[src/rtl/rp_pkg.sv]
package rp_pkg;
  localparam int unsigned BUS_W  = 32;
  localparam int unsigned HALF_W = BUS_W / 2;
  localparam int unsigned LANES  = BUS_W / 8;

  typedef logic [BUS_W-1:0] word_t;
  typedef logic [LANES-1:0] lane_t;

  // Expand a per-lane enable into a per-bit mask.
  function automatic word_t lane_bits(lane_t lanes);
    word_t m;
    for (int b = 0; b < int'(LANES); b++) m[b*8 +: 8] = {8{lanes[b]}};
    return m;
  endfunction
endpackage

[src/rtl/rp_lane_map.sv]
module rp_lane_map
  import rp_pkg::*;
(
  input  logic  mode16,
  input  lane_t be_n,
  input  word_t din,
  input  word_t rword,
  output lane_t lanes,
  output word_t wdata,
  output word_t rshaped
);
  logic half_hi;

  always_comb begin
    half_hi = be_n[LANES-1];
    if (mode16) begin
      // Half-word path: top enable picks the half, bit 2 is unused.
      lanes   = half_hi ? {~be_n[1:0], 2'b00} : {2'b00, ~be_n[1:0]};
      wdata   = {din[HALF_W-1:0], din[HALF_W-1:0]};
      rshaped = {{HALF_W{1'b0}}, half_hi ? rword[BUS_W-1:HALF_W] : rword[HALF_W-1:0]};
    end else begin
      lanes   = ~be_n;
      wdata   = din;
      rshaped = rword;
    end
  end
endmodule

[src/rtl/rp_reg_bank.sv]
module rp_reg_bank
  import rp_pkg::*;
#(
  parameter int unsigned NUM_GP = 6,
  parameter int unsigned BASE   = 2,
  parameter int unsigned ADDR_W = 5
) (
  input  logic              clk,
  input  logic              rst_n,
  input  logic              we,
  input  logic [ADDR_W-1:0] idx,
  input  lane_t             lanes,
  input  word_t             wdata,
  output word_t             rword
);
  logic [NUM_GP-1:0][BUS_W-1:0] regs;

  always_ff @(posedge clk) begin
    if (!rst_n) begin
      regs <= '0;
    end else if (we) begin
      for (int g = 0; g < int'(NUM_GP); g++) begin
        if (idx == ADDR_W'(int'(BASE) + g)) begin
          for (int b = 0; b < int'(LANES); b++) begin
            if (lanes[b]) regs[g][b*8 +: 8] <= wdata[b*8 +: 8];
          end
        end
      end
    end
  end

  always_comb begin
    rword = '0;
    for (int g = 0; g < int'(NUM_GP); g++) begin
      if (idx == ADDR_W'(int'(BASE) + g)) rword = regs[g];
    end
  end


  hold_when_idle_chk: assert property (@(posedge clk) disable iff (!rst_n)
    !we |=> $stable(regs));
endmodule

[src/rtl/rp_irq_ctl.sv]
module rp_irq_ctl #(
  parameter int unsigned N_SRC = 8
) (
  input  logic             clk,
  input  logic             rst_n,
  input  logic [N_SRC-1:0] evt,
  input  logic [N_SRC-1:0] clr,
  input  logic [N_SRC-1:0] en_mask,
  input  logic [N_SRC-1:0] en_data,
  output logic [N_SRC-1:0] stat,
  output logic [N_SRC-1:0] en,
  output logic             irq_n
);
  always_ff @(posedge clk) begin
    if (!rst_n) begin
      stat <= '0;
      en   <= '0;
    end else begin
      stat <= (stat & ~clr) | evt;
      en   <= (en & ~en_mask) | (en_data & en_mask);
    end
  end

  assign irq_n = ~|(stat & en);


  evt_sets_chk: assert property (@(posedge clk) disable iff (!rst_n)
    |evt |=> ((stat & $past(evt)) == $past(evt)));


  clear_drops_chk: assert property (@(posedge clk) disable iff (!rst_n)
    |(clr & ~evt) |=> ((stat & $past(clr & ~evt)) == '0));


  reset_quiet_chk: assert property (@(posedge clk)
    !rst_n |=> (stat == '0 && en == '0 && irq_n));
endmodule

[src/rtl/dual_width_regport.sv]
module dual_width_regport
  import rp_pkg::*;
#(
  parameter int unsigned NUM_REGS = 8,
  parameter int unsigned ADDR_W   = 5,
  parameter int unsigned IRQ_SRCS = 8
) (
  input  logic                clk,
  input  logic                rst_n,
  input  logic                mode16,
  input  logic                sel_n,
  input  logic                rd_n,
  input  logic                wr_n,
  input  logic [3:0]          be_n,
  input  logic [ADDR_W-1:0]   adr,
  input  logic [31:0]         dq_in,
  output logic [31:0]         dq_out,
  output logic                dq_oe,
  input  logic [IRQ_SRCS-1:0] irq_evt,
  output logic                irq_n
);
  localparam int unsigned STAT_IDX = 0;
  localparam int unsigned EN_IDX   = 1;
  localparam int unsigned GP_BASE  = 2;
  localparam int unsigned NUM_GP   = NUM_REGS - GP_BASE;

  logic                wr_acc, rd_acc;
  lane_t               lanes;
  word_t               wdata, bitmask, rword, gp_word, rshaped;
  logic [IRQ_SRCS-1:0] stat, en, clr, en_mask;

  assign wr_acc = !sel_n && !wr_n;
  assign rd_acc = !sel_n && !rd_n;

  rp_lane_map u_lanes (
    .mode16 (mode16),
    .be_n   (be_n),
    .din    (dq_in),
    .rword  (rword),
    .lanes  (lanes),
    .wdata  (wdata),
    .rshaped(rshaped)
  );

  assign bitmask = lane_bits(lanes);

  rp_reg_bank #(.NUM_GP(NUM_GP), .BASE(GP_BASE), .ADDR_W(ADDR_W)) u_bank (
    .clk  (clk),
    .rst_n(rst_n),
    .we   (wr_acc),
    .idx  (adr),
    .lanes(lanes),
    .wdata(wdata),
    .rword(gp_word)
  );

  always_comb begin
    word_t m;
    m       = wdata & bitmask;
    clr     = (wr_acc && adr == ADDR_W'(STAT_IDX)) ? m[IRQ_SRCS-1:0] : '0;
    en_mask = (wr_acc && adr == ADDR_W'(EN_IDX)) ? bitmask[IRQ_SRCS-1:0] : '0;
  end

  rp_irq_ctl #(.N_SRC(IRQ_SRCS)) u_irq (
    .clk    (clk),
    .rst_n  (rst_n),
    .evt    (irq_evt),
    .clr    (clr),
    .en_mask(en_mask),
    .en_data(wdata[IRQ_SRCS-1:0]),
    .stat   (stat),
    .en     (en),
    .irq_n  (irq_n)
  );

  always_comb begin
    rword = gp_word;
    if (adr == ADDR_W'(STAT_IDX)) begin
      rword = '0;
      rword[IRQ_SRCS-1:0] = stat;
    end else if (adr == ADDR_W'(EN_IDX)) begin
      rword = '0;
      rword[IRQ_SRCS-1:0] = en;
    end
  end

  assign dq_oe  = rd_acc;
  assign dq_out = rd_acc ? rshaped : '0;


  quiet_bus_chk: assert property (@(posedge clk) disable iff (!rst_n)
    !dq_oe |-> (dq_out == '0));


  half_lanes_chk: assert property (@(posedge clk) disable iff (!rst_n)
    mode16 |-> (lanes[3:2] == 2'b00 || lanes[1:0] == 2'b00));
endmodule

[config.mk]
export PLATFORM = sky130hd
export DESIGN_NAME = dual_width_regport
export DESIGN_NICKNAME = d
export VERILOG_FILES = /design/src/rtl/rp_pkg.sv /design/src/rtl/rp_lane_map.sv /design/src/rtl/rp_reg_bank.sv /design/src/rtl/rp_irq_ctl.sv /design/src/rtl/dual_width_regport.sv
export SDC_FILE = /design/constraint.sdc
export NUM_CORES = 1
export LEC_CHECK = 0
export ABC_AREA = 1
export ABC_CLOCK_PERIOD_IN_PS = 2000
export BUFFER_PORTS_ARGS = -buffer_cell sky130_fd_sc_hd__buf_2
export CORE_MARGIN = 2
export CORE_UTILIZATION = 42
export CTS_BUF_LIST = sky130_fd_sc_hd__clkbuf_16
export DETAILED_ROUTE_END_ITERATION = 7
export RECOVER_POWER = 25
export SYNTH_ARGS = -nofsm -noshare
export SYNTH_HDL_FRONTEND = slang
export SYNTH_HIERARCHICAL = 1
export SYNTH_SLANG_ARGS = --single-unit
[constraint.sdc]
create_clock -name clk -period 2 [get_ports clk]
set_input_delay 0.2 -clock clk [delete_from_list [all_inputs] [get_ports clk]]
set_output_delay 0.2 -clock clk [all_outputs]
set_load 0.005 [all_outputs]
==> flow_summary.json <==
{
  "outcome": "complete, but fails checks",
  "violations_in_the_final_reports": "setup timing",
  "synth.yosys.warnings": 6,
  "grt_remaining_overflow": 0,
  "synthCells": 1616,
  "yosys_most_used_dff": "dfxtp_1",
  "drc": 0,
  "timing.critical_path.from_type": "primary input",
  "report.final.setup_viol": 28,
  "initial_util": 0.425,
  "timing.critical_path.arrival_ns": 1.96,
  "layout.filler_cells": 2538,
  "coreArea_sq_um": 25000,
  "grt_pass1_vias": 10000,
  "finalWirelength_um": 35800,
  "grt_setup_unrepaired": "true",
  "drv_slew": 0,
  "die_area_sq_um": 26500,
  "cts_buffer_depth": 3,
  "firstDrtPassIters": 6,
  "setup_ws_ns": -0.158,
  "worst-path-max-fanout": 8,
  "grt_usage": 0.257,
  "finalHoldViolations": 0,
  "synth_cell_type_count": 25,
  "antenna_violations_before_repair": 1,
  "timing.critical_path.required_ns": 1.80,
  "nNetsFinal": 1781,
  "cts.clk_slew.worst_paths_ns": 0.06,
  "cts_htree_levels": 1,
  "vdd.ir_drop.worst_mv": 0.559,
  "synth_sequential_area_ratio": 0.393,
  "grt_start_max_net_pins": 110,
  "tritoncts_clock_tree": "built",
  "drive_above_1_share": 0.204,
  "end_kind": "output pin",
  "routedWlPerCell_um": 17.3,
  "insertedDiodeCount": 0,
  "timing.setup.critical_path_class": "primary input to output pin",
  "async_flop_share": 0,
  "tns_ns": -2.81,
  "max_slew_margin": 0.375,
  "wire_length_of_the_first_global_routing_pass_um": 54000,
  "clock_tree.root_cell": "clkbuf_16",
  "maxCapViolations": 0,
  "clock_skew_ns": 0,
  "fin_crit_ns": 2.16,
  "synth_top_cell_by_area": "dfxtp_1",
  "area.growth.synth_to_final_pct": 22.8,
  "ant_nets": 0,
  "port_buffers": 88,
  "synth.top_cells.by_area": "dfxtp_1, nor2_1, o21ai_0, nand2_1, nand4_1",
  "ys_seq_elements": 208,
  "die-height_um": 163,
  "power.static_leakage_nw": 5.73,
  "synthMostInstantiatedCell": "nor2_1",
  "hpwlAfterDp_um": 24100,
  "cts.sink_count": 208,
  "synth_enable_flop_cells": 0,
  "post_synth_most_frequent_cells": "nor2_1, nand2_1, dfxtp_1",
  "worstMarginPinSlew_ns": 0.937,
  "numCtsBuffers": 25,
  "period_utilization": 1.08,
  "finalCoreUtilization": 0.522,
  "average_footprint_of_a_synthesized_cell_sq_um": 6.56,
  "post_synth_instance_area_sq_um": 10600,
  "dr_total_vias": 10900,
  "clk-insertion-delay-late_ns": 0.52,
  "synth_top_area_share": 0.393,
  "die_width_um": 163,
  "power_density_nw_per_um2": 699,
  "post_drt_via_cell_ratio": 5.27,
  "drt-initial-drc-count": 1030,
  "number_of_i_o_pins": 89,
  "std_cell_rows": 58,
  "syn_nets": 1671,
  "holdCritPathClass": "primary input to flip-flop",
  "gp_routability_congestion": 0.903,
  "timing.fmax_mhz": 463
}
## sequential cells by signal (all words and copies together), names as in the netlist, named ones only
| register | cells |
|---|---|
| u_irq/stat | 8 |
| u_bank/regs | 192 |
## per-layer routing
layer	share of wire	global-route usage	routed length, um	vias up
met1	0.45	0.357	16000	5007
met3	0.064	0.0280	2280	82
met4	0.033	0.0929	1170	0
li1	-	-	-	5384
met5	0	0	0	-
met2	0.46	0.414	16400	451
## path summary, 6_finish.rpt
kind / startpoint / end / slack [ns] / depth (start not counted)
setup / recovery: adr[3] / dq_out[2] / -0.16 / 15
hold / removal: dq_in[14] / u_bank/regs[46] / 0.02 / 3
setup reg to reg: u_bank/regs[62] / u_bank/regs[62] / 1.30 / 2
hold reg to reg: u_bank/regs[21] / u_bank/regs[21] / 0.47 / 2
## report_power, final
part           internal (W)  switching, W  total, W
Combinational      0.000239      0.000488  0.000726
Sequential          0.00417     0.0000166   0.00419
Clock               0.00239       0.00180   0.00419
## metrics by stage
| stage | std cells | total power (W) | hold WS [ns] | area, sq um | setup slack, ns |
|---|---|---|---|---|---|
| final | 2074 | 0.00911 | 0.0219 | 13000 | -0.158 |
| after global routing | 2074 | 0.00940 | 0.0335 | 13000 | -0.231 |
| after CTS | 2062 | 0.00912 | 0.00348 | 12600 | -0.109 |
| after detailed placement | 2009 | 0.00492 | 0.415 | 11700 | -0.177 |
| after global placement | 2009 | 0.00492 | 0.407 | 11700 | -0.199 |
| after floorplan | 1616 | 0.00463 | 0.317 | 10600 | 0.225 |
## placed cells by master (no fill, tap or decap), drive strengths merged
cell	netlist	final
inv	145	158
nor2	543	543
nand2	246	246
nand4	98	98
nand3	23	23
bufinv	0	1
dfxtp	208	208
and3	24	24
buf	60	157
dlygate4sd3	0	8
clkbuf	29	32
nor3b	8	8
clkinv	0	6
o211ai	8	8
a21oi	24	24
o21ai	200	200
## logic make-up (layout without fill, tap and decap cells)
family	count (synthesis)	in the layout	synth area share
AND/OR/NAND/NOR	942	942	0.397
buffers and inverters	234	362	0.0994
flip-flops	208	208	0.393
AO/OA/AOI/OAI	232	232	0.111
## repair_timing
action,CTS,global route
gates resized for setup,46,86
endpoints found under the hold margin,8,0
endpoints found under the setup margin,32,32
hold buffers,8,0
setup buffers,0,7
pin swaps,12,61
gates cloned,0,5
## critical path: stages
cell,delay (ns)
buf_8,0.10
nor2_4,0.11
buf_12,0.14
nand4_4,0.16
buf_12,0.21
buf_12,0.15
nor2_4,0.11
nor2_2,0.05
nand4_1,0.07
and3_4,0.19
nand3_1,0.07
nand2_1,0.08
inv_1,0.04
nor2_1,0.11
buf_2,0.13
## cell type report
cell class	instances	area, sq um	area share
Sequential cell	208	4190	0.322
Clock inverter	20	124	0.00951
Multi-Input combinational cell	1174	5650	0.434
Clock buffer	25	626	0.0480
Timing Repair Buffer	172	1470	0.113
Inverter	145	557	0.0427
Tap cell	330	413	0.0317
No activity file was read; power rests on OpenSTA's default activity.
